File: src/rtl/sdram_init_pkg.sv
package sdram_init_pkg;

    typedef enum logic [2:0] {
        ST_IDLE,
        ST_PRE,
        ST_PRE_WAIT,
        ST_MRS,
        ST_MRS_WAIT,
        ST_REF,
        ST_REF_WAIT
    } init_state_e;

    typedef enum logic [1:0] {
        CMD_NOP,
        CMD_PRE,
        CMD_MRS,
        CMD_REF
    } init_cmd_e;

    typedef struct packed {
        logic cs_n;
        logic ras_n;
        logic cas_n;
        logic we_n;
    } cmd_pins_t;

endpackage

File: src/rtl/sdi_gap_timer.sv
module sdi_gap_timer #(
    parameter int T_W = 4
) (
    input  logic           clk,
    input  logic           rst_n,
    input  logic           load,
    input  logic [T_W-1:0] load_val,
    input  logic           run,
    output logic           expired
);
    logic [T_W-1:0] cnt_q;

    always_ff @(posedge clk or negedge rst_n) begin
        if (!rst_n) begin
            cnt_q <= '0;
        end else if (load) begin
            cnt_q <= load_val;
        end else if (run && cnt_q != '0) begin
            cnt_q <= cnt_q - 1'b1;
        end
    end

    assign expired = (cnt_q == '0);
endmodule

File: src/rtl/sdi_ref_counter.sv
module sdi_ref_counter #(
    parameter int N_REF = 8
) (
    input  logic clk,
    input  logic rst_n,
    input  logic clr,
    input  logic inc,
    output logic last
);
    localparam int RC_W = (N_REF > 1) ? $clog2(N_REF) : 1;

    logic [RC_W-1:0] cnt_q;

    always_ff @(posedge clk or negedge rst_n) begin
        if (!rst_n) begin
            cnt_q <= '0;
        end else if (clr) begin
            cnt_q <= '0;
        end else if (inc) begin
            cnt_q <= cnt_q + 1'b1;
        end
    end

    assign last = (cnt_q == RC_W'(N_REF - 1));
endmodule

File: src/rtl/sdi_cmd_drive.sv
module sdi_cmd_drive
    import sdram_init_pkg::*;
#(
    parameter int ADDR_W = 12,
    parameter int AP_BIT = 10
) (
    input  init_cmd_e          cmd,
    input  logic [ADDR_W-1:0]  mode_word,
    output cmd_pins_t          pins,
    output logic [ADDR_W-1:0]  addr
);
    localparam logic [ADDR_W-1:0] ALL_BANKS = ADDR_W'(1) << AP_BIT;

    always_comb begin
        unique case (cmd)
            CMD_PRE: begin
                pins = '{cs_n: 1'b0, ras_n: 1'b0, cas_n: 1'b1, we_n: 1'b0};
                addr = ALL_BANKS;
            end
            CMD_MRS: begin
                pins = '{cs_n: 1'b0, ras_n: 1'b0, cas_n: 1'b0, we_n: 1'b0};
                addr = mode_word;
            end
            CMD_REF: begin
                pins = '{cs_n: 1'b0, ras_n: 1'b0, cas_n: 1'b0, we_n: 1'b1};
                addr = '0;
            end
            default: begin
                pins = '{cs_n: 1'b0, ras_n: 1'b1, cas_n: 1'b1, we_n: 1'b1};
                addr = '0;
            end
        endcase
    end
endmodule

File: src/rtl/sdram_init_seq.sv
module sdram_init_seq
    import sdram_init_pkg::*;
#(
    parameter int ADDR_W = 12,
    parameter int AP_BIT = 10,
    parameter int T_W    = 4,
    parameter int N_REF  = 8
) (
    input  logic              clk,
    input  logic              rst_n,
    input  logic              init_set,
    input  logic [ADDR_W-1:0] mode_word,
    input  logic [T_W-1:0]    t_rp,
    input  logic [T_W-1:0]    t_mrd,
    input  logic [T_W-1:0]    t_rc,
    output logic              init_busy,
    output logic              cpu_stall,
    output logic              init_done,
    output logic              sd_cs_n,
    output logic              sd_ras_n,
    output logic              sd_cas_n,
    output logic              sd_we_n,
    output logic              sd_cke,
    output logic              sd_udqm,
    output logic              sd_ldqm,
    output logic [ADDR_W-1:0] sd_addr
);
    init_state_e     state_q, state_d;
    init_cmd_e       cmd;
    cmd_pins_t       pins;
    logic            done_q;
    logic            gap_load, gap_run, gap_over;
    logic [T_W-1:0]  gap_val;
    logic            ref_last;

    // Gap length minus one; a programmed zero still gives one NOP cycle.
    function automatic logic [T_W-1:0] gap_m1(input logic [T_W-1:0] t);
        return (t == '0) ? '0 : t - 1'b1;
    endfunction

    always_comb begin
        unique case (state_q)
            ST_PRE:  gap_val = gap_m1(t_rp);
            ST_MRS:  gap_val = gap_m1(t_mrd);
            default: gap_val = gap_m1(t_rc);
        endcase
    end

    assign gap_load = (state_q == ST_PRE) || (state_q == ST_MRS) || (state_q == ST_REF);
    assign gap_run  = (state_q == ST_PRE_WAIT) || (state_q == ST_MRS_WAIT) ||
                      (state_q == ST_REF_WAIT);

    sdi_gap_timer #(.T_W(T_W)) u_gap (
        .clk      (clk),
        .rst_n    (rst_n),
        .load     (gap_load),
        .load_val (gap_val),
        .run      (gap_run),
        .expired  (gap_over)
    );

    sdi_ref_counter #(.N_REF(N_REF)) u_refs (
        .clk   (clk),
        .rst_n (rst_n),
        .clr   (state_q == ST_PRE),
        .inc   ((state_q == ST_REF_WAIT) && gap_over && !ref_last),
        .last  (ref_last)
    );

    // Next-state logic
    always_comb begin
        state_d = state_q;
        unique case (state_q)
            ST_IDLE:     if (init_set) state_d = ST_PRE;
            ST_PRE:      state_d = ST_PRE_WAIT;
            ST_PRE_WAIT: if (gap_over) state_d = ST_MRS;
            ST_MRS:      state_d = ST_MRS_WAIT;
            ST_MRS_WAIT: if (gap_over) state_d = ST_REF;
            ST_REF:      state_d = ST_REF_WAIT;
            ST_REF_WAIT: if (gap_over) state_d = ref_last ? ST_IDLE : ST_REF;
            default:     state_d = ST_IDLE;
        endcase
    end

    // State register
    always_ff @(posedge clk or negedge rst_n) begin
        if (!rst_n) begin
            state_q <= ST_IDLE;
            done_q  <= 1'b0;
        end else begin
            state_q <= state_d;
            done_q  <= (state_q == ST_REF_WAIT) && gap_over && ref_last;
        end
    end

    // Outputs
    always_comb begin
        unique case (state_q)
            ST_PRE:  cmd = CMD_PRE;
            ST_MRS:  cmd = CMD_MRS;
            ST_REF:  cmd = CMD_REF;
            default: cmd = CMD_NOP;
        endcase
        init_busy = (state_q != ST_IDLE);
        cpu_stall = (state_q != ST_IDLE);
        init_done = done_q;
        sd_cke    = 1'b1;
        sd_udqm   = 1'b1;
        sd_ldqm   = 1'b1;
    end

    sdi_cmd_drive #(.ADDR_W(ADDR_W), .AP_BIT(AP_BIT)) u_drive (
        .cmd       (cmd),
        .mode_word (mode_word),
        .pins      (pins),
        .addr      (sd_addr)
    );

    assign sd_cs_n  = pins.cs_n;
    assign sd_ras_n = pins.ras_n;
    assign sd_cas_n = pins.cas_n;
    assign sd_we_n  = pins.we_n;
endmodule

File: config.mk
export PLATFORM = sky130hd
export DESIGN_NAME = sdram_init_seq
export DESIGN_NICKNAME = d
export VERILOG_FILES = /design/src/rtl/sdram_init_pkg.sv /design/src/rtl/sdi_gap_timer.sv /design/src/rtl/sdi_ref_counter.sv /design/src/rtl/sdi_cmd_drive.sv /design/src/rtl/sdram_init_seq.sv
export SDC_FILE = /design/constraint.sdc
export NUM_CORES = 1
export LEC_CHECK = 0
export BUFFER_PORTS_ARGS = -buffer_cell sky130_fd_sc_hd__buf_2
export CAP_MARGIN = 20
export CORE_UTILIZATION = 48
export DETAILED_ROUTE_END_ITERATION = 7
export PLACE_DENSITY = 0.78
export SLEW_MARGIN = 40
export SYNTH_ARGS = -nofsm -noshare
export SYNTH_HDL_FRONTEND = slang
export SYNTH_HIERARCHICAL = 1
export SYNTH_SLANG_ARGS = --single-unit
File: constraint.sdc
create_clock -name clk -period 2.1 [get_ports clk]
set_input_delay 0.42 -clock clk [delete_from_list [all_inputs] [get_ports clk]]
set_output_delay 0.42 -clock clk [all_outputs]
set_load 0.1 [all_outputs]
==> results.md <==
- The flow ran to the end, and the final reports show no timing, DRC or antenna violations.
- Counting instances, the worst hold path has a depth of 3.
- In the layout the commonest cells are 27 x sky130_fd_sc_hd__buf_2, 15 x sky130_fd_sc_hd__buf_12, 11 x sky130_fd_sc_hd__dfrtp_1, 11 x sky130_fd_sc_hd__buf_4, 11 x sky130_fd_sc_hd__and2_2.
- The final estimated routing congestion in global placement is 0.789.
- The switching power as a share of total power is between 50 and 60%.
- In this run the number of H-tree levels came out at 1.
- 49 I/O pins were placed.
- At the end of the flow the core is filled with cells to 76.0%.
- The combined global-route utilization of all metal layers is a little under a quarter.
- The TritonCTS clock tree is built.
- The power density over the cells is roughly 1700 nW/µm².
- The synthesized netlist occupies a cell area of ~1200 µm².
- Sequential cells were found to cover between 20% and 30% of the synthesized design area.
- The smallest setup slack after layout is between 15 and 20 ps.
- The worst path uses 99.1% of the clock period.
- The total clock sinks is 11.
- In this run, the number of DRC markers left after iteration 0 of detailed routing was 13.
- Once layout is complete, the cells apart from fillers number 210.
- The number of unique standard cell types used by synthesis is between 40 and 50.
- Summed over all layers, the routed wires come to between 2000 and 3000 µm.
- The peak ir drop on the vdd network is around 1.8 mV.
- Each instance of the synthesized netlist takes up on average between 8 and 9 µm².
- Setup repair after global routing could not meet its margin everywhere.
- Once detail routing completed, the nets flagged for antenna violations numbered 0.
- The total via count in the routed design is approximately 1,100.
- The post-synthesis cell count is ~130.
- The worst setup slack before clock tree synthesis is roughly 150 ps.
- The total power consumption of the routed design is 2.96 mW.
- The tree is rooted in a sky130_fd_sc_hd__clkbuf_4.
- Setup violations remaining at the end of the flow were counted as 0.
- Max-cap violations in this run came to 0.
- The die boundary height is 51.6 µm.
- Of the cells placed in the final design, the portion with a size suffix greater than 1 is between 40% and 50%.
- Per report_power, the sequential group accounts for 12.3% of the total.
- Input and output buffers added on the ports amount to 44.
- The depth of the worst register-to-register path is 8.
- For this run the aggregate overflow at the end of global routing stands at 0.
- The multiplexer share of the synthesized area is under 10%.
- The final design instance area without fill is approximately 1700 µm².
- In the synthesized netlist the dominant register cell turns out to be sky130_fd_sc_hd__dfrtp_1.
- The initial antenna violation count is 0.
- The static power due to leakage is ~0.79 nW.
- STA classifies the critical path endpoint as an output pin.
- The maximum root-to-sink buffer count is 2.
- The number of hold-slack violations in the final timing report is 0.
- Entering global routing, the biggest net connects 13 pins.
- Summing the areas of all xor and xnor instances in the mapped netlist gives 4.45% of the synthesized area.
- The synthesized netlist devotes between 30% and 40% of its cell area to simple gates.
- The number of global-route vias before repair is about 1,100.
- Summing the areas of all compound-gate instances in the mapped netlist gives about 16% of the synthesized area.
- At the later pin of the worst-skew pair, clock insertion delay measures ~270 ps.
- The first detailed-routing pass took 4 iterations.
- The minimum period implied by the final worst setup slack is between 2000 and 2500 ps.
- In this run the core area contains 17 standard-cell rows.
- The path class of the tightest hold or removal check is in2reg.
- The maximum fanout along the worst path is 4.
- The data required time of the critical path is around 1700 ps.
- After detailed routing, the number of vias per cell comes to 5.25.
- The layout has between 100 and 150 filler cells.
- By startpoint and endpoint, the worst setup path is classified as reg2out.
- The core region is approximately 2300 µm².
- The die covers approximately 2700 µm².
- The standard cell area after detailed placement is between 1500 and 2000 µm².
- The leading cell type in the layout, fill and taps excluded is sky130_fd_sc_hd__buf_2.
- The number of slew-limit violations in the final report is 0.
- Summing the areas of all fa, ha and maj instances in the mapped netlist gives around a tenth of the synthesized area.
- The smallest hold slack is around 500 ps.
- The clock arrives with between 9 and 10 ps of skew.
- After the last flow step, the layout net total stands at 220.
- STA classifies the critical path startpoint as a flip-flop.
- The global-route wire length before repair is ~4500 µm.
- Counting flops with a built-in enable in the synthesized netlist gives 0.
- The wire length per cell is between 10 and 15 µm.
- The area growth from synthesis to layout is 46.4%.
- By area, the combinational part of the netlist is dominated by simple AND/OR/NAND/NOR gates.
- After clock tree synthesis, the clock-pin slew on the worst setup and hold paths is ~70 ps.
- The number of buffers created by CTS is 3.
- Of the total power, combinational logic draws between 80% and 90%.
- The total internal power is about 1.3 mW.
- Synthesis inferred 11 register bits.
- The achievable clock frequency is 0.481 GHz.
- The final antenna diode count is 0.
- The analysis attributes to net switching a power of about 1.7 mW.
- After detailed placement, the design holds a cell count of 203.
- The die boundary width is ~52 µm.
- The arrival time of data at the critical path endpoint is roughly 1700 ps.
- The half-perimeter wire length after detailed placement is roughly 2300 µm.
- Counting flops with an async set or reset pin after synthesis yields a share of 100%.
- Once the floorplan was initialized, standard cells occupied about half of the core.
- In the routed design, unresolved DRC markers number 0.
- The final setup TNS is 0 ps.
- Per report_power, the clock group accounts for 4.9% of the total.
- The number of synthesis warnings is 6.
-- repair_timing --
item / 4_1_cts / 5_1_grt
setup endpoints to repair: 16 / 15
gates resized for setup: 7 / 5
setup buffers: 0 / 2
hold buffers: 1 / 0
pin swaps: 3 / 0
hold endpoints to repair: 6 / 0
-- synth_stat cells (2+ instances only) --
library cell / instances / area, µm²
sky130_fd_sc_hd__a21oi_1: 4 / 20.0
sky130_fd_sc_hd__nor2b_1: 3 / 18.8
sky130_fd_sc_hd__buf_4: 5 / 37.5
sky130_fd_sc_hd__o21a_1: 3 / 22.5
sky130_fd_sc_hd__nand2b_1: 2 / 12.5
sky130_fd_sc_hd__buf_6: 5 / 56.3
sky130_fd_sc_hd__o21ai_1: 2 / 10.0
sky130_fd_sc_hd__conb_1: 2 / 7.51
sky130_fd_sc_hd__and2_2: 7 / 52.6
sky130_fd_sc_hd__or3_1: 2 / 12.5
sky130_fd_sc_hd__nand2_1: 7 / 26.3
sky130_fd_sc_hd__xnor2_1: 5 / 43.8
sky130_fd_sc_hd__o221ai_2: 3 / 45.0
sky130_fd_sc_hd__mux2i_1: 2 / 20.0
sky130_fd_sc_hd__o21ai_0: 3 / 15.0
sky130_fd_sc_hd__and2_1: 5 / 31.3
sky130_fd_sc_hd__nor3_1: 7 / 35.0
sky130_fd_sc_hd__dfrtp_1: 11 / 275
sky130_fd_sc_hd__inv_1: 11 / 41.3
sky130_fd_sc_hd__nor2_1: 6 / 22.5
sky130_fd_sc_hd__or3b_1: 2 / 17.5
sky130_fd_sc_hd__ha_1: 10 / 125
-- power groups by stage --
stage          Combinational, mW  Clock (mW)  Sequential [mW]
3_3_place_gp                2.32           0            0.358
6_report                    2.45       0.146            0.365
4_1_cts                     2.41       0.152            0.366
3_5_place_dp                2.37           0            0.367
5_1_grt                     2.59       0.160            0.373
2_1_floorplan               1.77           0            0.360
-- cell families after synthesis --
family	after synthesis
AOI/OAI and AO/OA	23
xor gates and xnor gates	6
adders and majority gates	10
buffers and inverters	22
DFF	11
muxes	2
other	2
and+or+nand+nor	56
-- final timing paths --
| kind | start | endpoint | slack, ps |
|---|---|---|---|
| max | state_q[1]$_DFFE_PN0P_ | sd_addr[10] | 20 |
| min | init_set | state_q[0]$_DFFE_PN0P_ | 500 |
| max reg2reg | u_gap/cnt_q[0]$_DFFE_PN0P_ | u_refs/cnt_q[1]$_DFFE_PN0P_ | 360 |
| min reg2reg | u_refs/cnt_q[2]$_DFFE_PN0P_ | u_refs/cnt_q[2]$_DFFE_PN0P_ | 540 |
| max in group asynchronous | rst_n | u_gap/cnt_q[1]$_DFFE_PN0P_ | 1330 |
| min in group asynchronous | rst_n | u_refs/cnt_q[1]$_DFFE_PN0P_ | 560 |
-- flip-flops by register name, summed over array words and instances (netlist names) --
| signal | flops |
|---|---|
| u_gap/cnt_q | 4 |
| state_q | 3 |
| u_refs/cnt_q | 3 |
| init_done | 1 |
-- layer usage --
| metal | vias to the layer above | wire length, µm | global-route usage, % |
|---|---|---|---|
| li1 | 545 | - | - |
| met1 | 489 | 913 | 21.4 |
| met2 | 56 | 1420 | 43.7 |
| met3 | 13 | 165 | 3.80 |
| met4 | 0 | 133 | 17.1 |
| met5 | - | 0 | 0 |
-- final cells by class --
cell class	count	area, µm²	share of cell area (%)
Tap cell	28	35.0	2.03
Inverter	12	47.5	2.75
Sequential cell	11	275	15.9
Clock buffer	4	26.3	1.52
Timing Repair Buffer	54	528	30.5
Multi-Input combinational cell	101	817	47.3
-- worst max-delay path: stages, from the launching register on --
cell,delay [ps]
sky130_fd_sc_hd__dfrtp_1,420
sky130_fd_sc_hd__xor2_1,160
sky130_fd_sc_hd__and2_4,160
sky130_fd_sc_hd__inv_2,50
sky130_fd_sc_hd__ha_4,270
sky130_fd_sc_hd__inv_4,40
sky130_fd_sc_hd__nor2_4,110
sky130_fd_sc_hd__buf_12,180
No activity file was read; power rests on OpenSTA's default activity.
